### config.mk
export PLATFORM = sky130hd
export DESIGN_NAME = ddr_des_rx
export DESIGN_NICKNAME = d
export VERILOG_FILES = /design/src/rtl/ddr_des_pkg.sv /design/src/rtl/ddr_des_capture.sv /design/src/rtl/ddr_des_phase.sv /design/src/rtl/ddr_des_lane.sv /design/src/rtl/ddr_des_rx.sv
export SDC_FILE = /design/constraint.sdc
export NUM_CORES = 1
export LEC_CHECK = 0
export BUFFER_PORTS_ARGS = -buffer_cell sky130_fd_sc_hd__buf_2
export CORE_MARGIN = 2
export CORE_UTILIZATION = 58
export DETAILED_ROUTE_END_ITERATION = 12
export GPL_TIMING_DRIVEN = 0
export PLACE_DENSITY = 0.81
export RECOVER_POWER = 50
export SETUP_SLACK_MARGIN = 0.4
export SYNTH_ARGS = -nofsm -noshare
export SYNTH_HDL_FRONTEND = slang
export SYNTH_SLANG_ARGS = --single-unit
export TNS_END_PERCENT = 30
### constraint.sdc
create_clock -name clk -period 3 [get_ports clk]
set_input_delay 0.15 -clock clk [delete_from_list [all_inputs] [get_ports clk]]
set_output_delay 0.15 -clock clk [all_outputs]
set_load 0.01 [all_outputs]
### src/rtl/ddr_des_pkg.sv
package ddr_des_pkg;

  // per-edge control derived from the word-phase counter
  typedef struct packed {
    logic shift;    // a complete bit pair is held in the capture stage
    logic emit;     // this shift finishes a word
    logic restart;  // this shift starts a new word
  } phase_ctrl_t;

endpackage

### src/rtl/ddr_des_capture.sv
module ddr_des_capture #(
  parameter int unsigned CH = 2
) (
  input  logic          clk,
  input  logic          rst,
  input  logic [CH-1:0] din_i,
  output logic [CH-1:0] rise_o,
  output logic [CH-1:0] fall_o
);

  // rising edge: even bit of the pair
  always_ff @(posedge clk) begin
    if (rst) rise_o <= '0;
    else     rise_o <= din_i;
  end

  // falling edge: odd bit of the pair
  always_ff @(negedge clk) begin
    if (rst) fall_o <= '0;
    else     fall_o <= din_i;
  end

endmodule

### src/rtl/ddr_des_phase.sv
module ddr_des_phase
  import ddr_des_pkg::*;
#(
  parameter int unsigned PAIRS = 4
) (
  input  logic        clk,
  input  logic        rst,
  input  logic        align_i,
  output phase_ctrl_t ctrl_o
);

  localparam int unsigned CW = (PAIRS > 1) ? $clog2(PAIRS) : 1;
  localparam logic [CW-1:0] LAST = CW'(PAIRS - 1);

  logic          primed_q;
  logic [CW-1:0] cnt_q;

  // the first rising edge after reset only fills the capture stage
  always_ff @(posedge clk) begin
    if (rst) primed_q <= 1'b0;
    else     primed_q <= 1'b1;
  end

  always_ff @(posedge clk) begin
    if (rst) begin
      cnt_q <= '0;
    end else if (primed_q) begin
      if (align_i)            cnt_q <= CW'(1);
      else if (cnt_q == LAST) cnt_q <= '0;
      else                    cnt_q <= cnt_q + CW'(1);
    end
  end

  always_comb begin
    ctrl_o.shift   = primed_q;
    ctrl_o.restart = primed_q && align_i;
    ctrl_o.emit    = primed_q && !align_i && (cnt_q == LAST);
  end

endmodule

### src/rtl/ddr_des_lane.sv
module ddr_des_lane #(
  parameter int unsigned PAIRS = 4
) (
  input  logic               clk,
  input  logic               rst,
  input  logic               shift_i,
  input  logic               rise_i,
  input  logic               fall_i,
  output logic [2*PAIRS-1:0] word_nx_o
);

  logic [PAIRS-1:0] even_q, odd_q;
  logic [PAIRS-1:0] even_nx, odd_nx;
  logic [PAIRS:0]   even_cat, odd_cat;

  // newest pair enters at the top, so the first pair ends at index 0
  always_comb begin
    even_cat = {rise_i, even_q};
    odd_cat  = {fall_i, odd_q};
    even_nx  = even_cat[PAIRS:1];
    odd_nx   = odd_cat[PAIRS:1];
  end

  always_ff @(posedge clk) begin
    if (rst) begin
      even_q <= '0;
      odd_q  <= '0;
    end else if (shift_i) begin
      even_q <= even_nx;
      odd_q  <= odd_nx;
    end
  end

  for (genvar i = 0; i < PAIRS; i++) begin : g_merge
    assign word_nx_o[2*i]   = even_nx[i];
    assign word_nx_o[2*i+1] = odd_nx[i];
  end

endmodule

### src/rtl/ddr_des_rx.sv
module ddr_des_rx
  import ddr_des_pkg::*;
#(
  parameter int unsigned CH     = 2,
  parameter int unsigned WORD_W = 8
) (
  input  logic                 clk,
  input  logic                 rst,
  input  logic                 align_i,
  input  logic [CH-1:0]        din_i,
  output logic [CH*WORD_W-1:0] word_o,
  output logic                 valid_o
);

  localparam int unsigned PAIRS = WORD_W / 2;

  logic [CH-1:0]        rise_s, fall_s;
  logic [CH*WORD_W-1:0] word_nx;
  phase_ctrl_t          ctrl;

  ddr_des_capture #(.CH(CH)) u_cap (
    .clk    (clk),
    .rst    (rst),
    .din_i  (din_i),
    .rise_o (rise_s),
    .fall_o (fall_s)
  );

  ddr_des_phase #(.PAIRS(PAIRS)) u_phase (
    .clk     (clk),
    .rst     (rst),
    .align_i (align_i),
    .ctrl_o  (ctrl)
  );

  for (genvar c = 0; c < CH; c++) begin : g_pin
    ddr_des_lane #(.PAIRS(PAIRS)) u_lane (
      .clk       (clk),
      .rst       (rst),
      .shift_i   (ctrl.shift),
      .rise_i    (rise_s[c]),
      .fall_i    (fall_s[c]),
      .word_nx_o (word_nx[c*WORD_W +: WORD_W])
    );
  end

  // word-rate output register, enabled once per word period
  always_ff @(posedge clk) begin
    if (rst) begin
      word_o  <= '0;
      valid_o <= 1'b0;
    end else begin
      valid_o <= ctrl.emit;
      if (ctrl.emit) word_o <= word_nx;
    end
  end

endmodule

==> out/summary.md <==
Timing
- **number of hold-slack violations in the final timing report** 0
- **Final Max Tran Viols** 0
- **final setup TNS** 0 ns
- **Worst Max-Slew Pin Slew** 0.6695 ns
- **hold_ws** 0.06569 ns
- **RSZ-0062 raised after global routing** false
- **final clock skew** 0.05378 ns
- **relative slew slack** 55.36%
- **total of endpoints with negative setup slack in the final report** 0

Clocking
- **number of H-tree levels** 2
- **Clk pin slew, worst setup/hold paths** 0.11 ns
- **Setup Buffers After CTS** 0
- **post-cts hold buffer count** 0
- **clock insertion delay at the later pin of the skew report** 0.37 ns
- **maximum count of clock buffers along a single path** 2
- **clock tree from TritonCTS** yes
- **CTS Root Buffer Type** clkbuf_4
- **post_cts resized** 0
- **Num CTS Buffers** 5
- **TritonCTS sink count** 36

Logic synthesis
- **fraction of the mapped netlist area in adder cells** 0.8961%
- **number of enable-type register cells in the synthesized netlist** 0
- **register area share after synthesis** 51.61%
- **Async S/R FF share, synth** 0%
- **Mean Syn Cell Area** 10.74 µm²
- **most frequently used cell type in the post-synthesis netlist** dfxtp_1
- **largest family of logic cells by synthesized area** simple AND/OR/NAND/NOR gates
- **Post-Synth Simple-Gate Area** 20.79%
- **leading cell types by total area after synthesis** dfxtp_1 52%, mux2i_1 20%, nand2b_1 15%, nor2_1 3.5%, buf_6 1.6%
- **multiplexer share of the synthesized area** 20.07%
- **Synthesis Warnings** 0
- **Gate Count Post-Synth** 130
- **Synth top area share** 51.61%
- **xor-xnor portion of the synthesized cell area** 0%
- **count of state elements after synthesis** 36
- **syn_nets** 136
- **synth cell count leaders** 36 x dfxtp_1, 33 x nand2b_1, 28 x mux2i_1
- **dominant cell type by area after synthesis** dfxtp_1
- **ys flop type** dfxtp_1
- **cell area after synthesis** 0.001396 mm²
- **synth unique cells** 17
- **compound-gate portion of the synthesized area** 1.613%

Worst setup path
- **arrival time of the worst setup path** 2.36 ns
- **series of cell instances along the critical path** mux2i_1 > nor2_1
- **top cell family by delay on the critical path** flip-flops
- **maximum fanout count along the critical path** 2
- **number of buffers and inverters on the critical path** 0
- **kind of launch point of the worst setup path** flop
- **CP max stage cell** dfxtp_1
- **Setup Crit Path Kind** reg2reg
- **CP endpoint kind** flop
- **required time of the critical path** 3.20 ns
- **Slowest Stage Delay on Critical Path** 0.31 ns

Die
- **total core area** 0.002255 mm²
- **die outline height** 53.07 µm
- **die width** 53.07 µm
- **overall die area** 0.002816 mm²
- **number of cell rows** 17
- **I/O pin total** 22
- **Initial Util** 61.93%

Run status
- **result of the run** complete, no violations

GRT
- **pin count of the biggest net entering global routing** 12
- **first-pass GRT wire length** 3960 µm
- **GRT Util Overall** 20.58%
- **initial antenna violation count** 0
- **grt total ovfl** 0
- **vias in the first global route** 918

Run
- **total of max-cap violations** 0

Detailed routing
- **number of vias per cell after detailed routing** 4.930
- **Initial DRC Count** 5
- **router iterations before antenna repair** 2
- **remaining antenna violation count** 0
- **wirelength, routed** 2232 µm
- **drt drc** 0
- **via count** 922
- **average routed wire per standard cell** 11.94 µm

Layout
- **fraction of layout instances using a drive strength above 1** 8.805%
- **final design utilization** 69.15%
- **# diodes** 0
- **NumNets Final** 164
- **area growth from synthesis to layout** 11.65%
- **count of fill cells added during filler insertion** 201

Power and ir drop
- **power density of the placed cells** 517.5 mW/mm²
- **P_leak** 0.5814 nW
- **total power consumption of the routed design** 0.8067 mW
- **IR drop worst, VDD** 0.0004357 V

Placement
- **routability congestion estimate** 0.7623
- **IO Port Bufs** 20
- **Detail Placement HPWL** 1631 µm

Min path
- **HP Class** in2reg

==> cell usage in the layout, fill, tap and decap left out <==
cell,instances
inv_1,3
clkbuf_1,24
a211oi_1,1
o21ba_2,1
a21oi_1,1
and2_1,1
nor2b_1,2
buf_2,4
buf_8,1
mux2i_1,28
nand2b_1,33
nand3b_1,1
dfxtp_1,36
nor2_1,13
ha_1,1
clkbuf_4,5
clkbuf_8,1
and3b_1,1
clkinvlp_2,2
==> stage by stage <==
stage | area [µm²] | setup WS (ns) | std cells
floorplan | 1396 | 0.9184 | 130
global placement | 1531 | 0.7855 | 178
detailed placement | 1531 | 0.7577 | 178
CTS | 1597 | 0.8484 | 187
global route | 1559 | 0.7948 | 187
finish | 1559 | 0.8485 | 187
==> worst paths after layout <==
check	cells after the start	to	startpoint	slack (ns)
max reg2reg	2	g_pin[0].u_lane.odd_q[3]$_SDFFE_PP0P_	u_cap.fall_o[0]$_DFF_N_	0.85
min reg2reg	2	word_o[6]$_SDFFE_PP0P_	word_o[6]$_SDFFE_PP0P_	0.48
max	2	g_pin[0].u_lane.odd_q[3]$_SDFFE_PP0P_	u_cap.fall_o[0]$_DFF_N_	0.85
min	2	u_cap.rise_o[0]$_DFF_P_	din_i[0]	0.07
==> state kept, by name, indices dropped and copies added, names as in the netlist <==
signal               cells
u_phase.cnt_q            2
u_phase.primed_q         1
g_pin.u_lane.even_q      6
u_cap.rise_o             2
g_pin.u_lane.odd_q       6
word_o                  16
u_cap.fall_o             2
valid_o                  1
==> cell families after synthesis <==
| logic type | count (synthesis) |
|---|---|
| flip-flops | 36 |
| adder cells (fa/ha/maj) | 1 |
| AND/OR/NAND/NOR | 51 |
| AO/OA/AOI/OAI | 3 |
| buffers and inverters | 11 |
| multiplexers | 28 |
==> report_power, final <==
| part | internal [mW] | switching, mW | total [mW] |
|---|---|---|---|
| sequential | 0.487 | 0.00593 | 0.493 |
| clock | 0.114 | 0.159 | 0.272 |
| combinational | 0.0210 | 0.0202 | 0.0412 |
==> layer usage <==
metal | up-vias | part of all wire, % | global-route usage, %
li1 | 476 | - | -
met1 | 429 | 46 | 22.62
met2 | 15 | 49 | 33.96
met3 | 2 | 3.9 | 8.475
met4 | 0 | 1.1 | 10.26
met5 | - | 0 | 0
==> final cells by class <==
cell class	instances	area (µm²)	share of cell area, %
buffer	9	46.29	2.969
clock buffer	6	51.30	3.291
clock inverter	4	17.52	1.124
inverter	1	3.754	0.2408
multi-input combinational	83	605.6	38.84
sequential	36	720.7	46.23
tap	28	35.03	2.247
timing repair buffer	20	78.83	5.056
No activity file was read; power rests on OpenSTA's default activity.
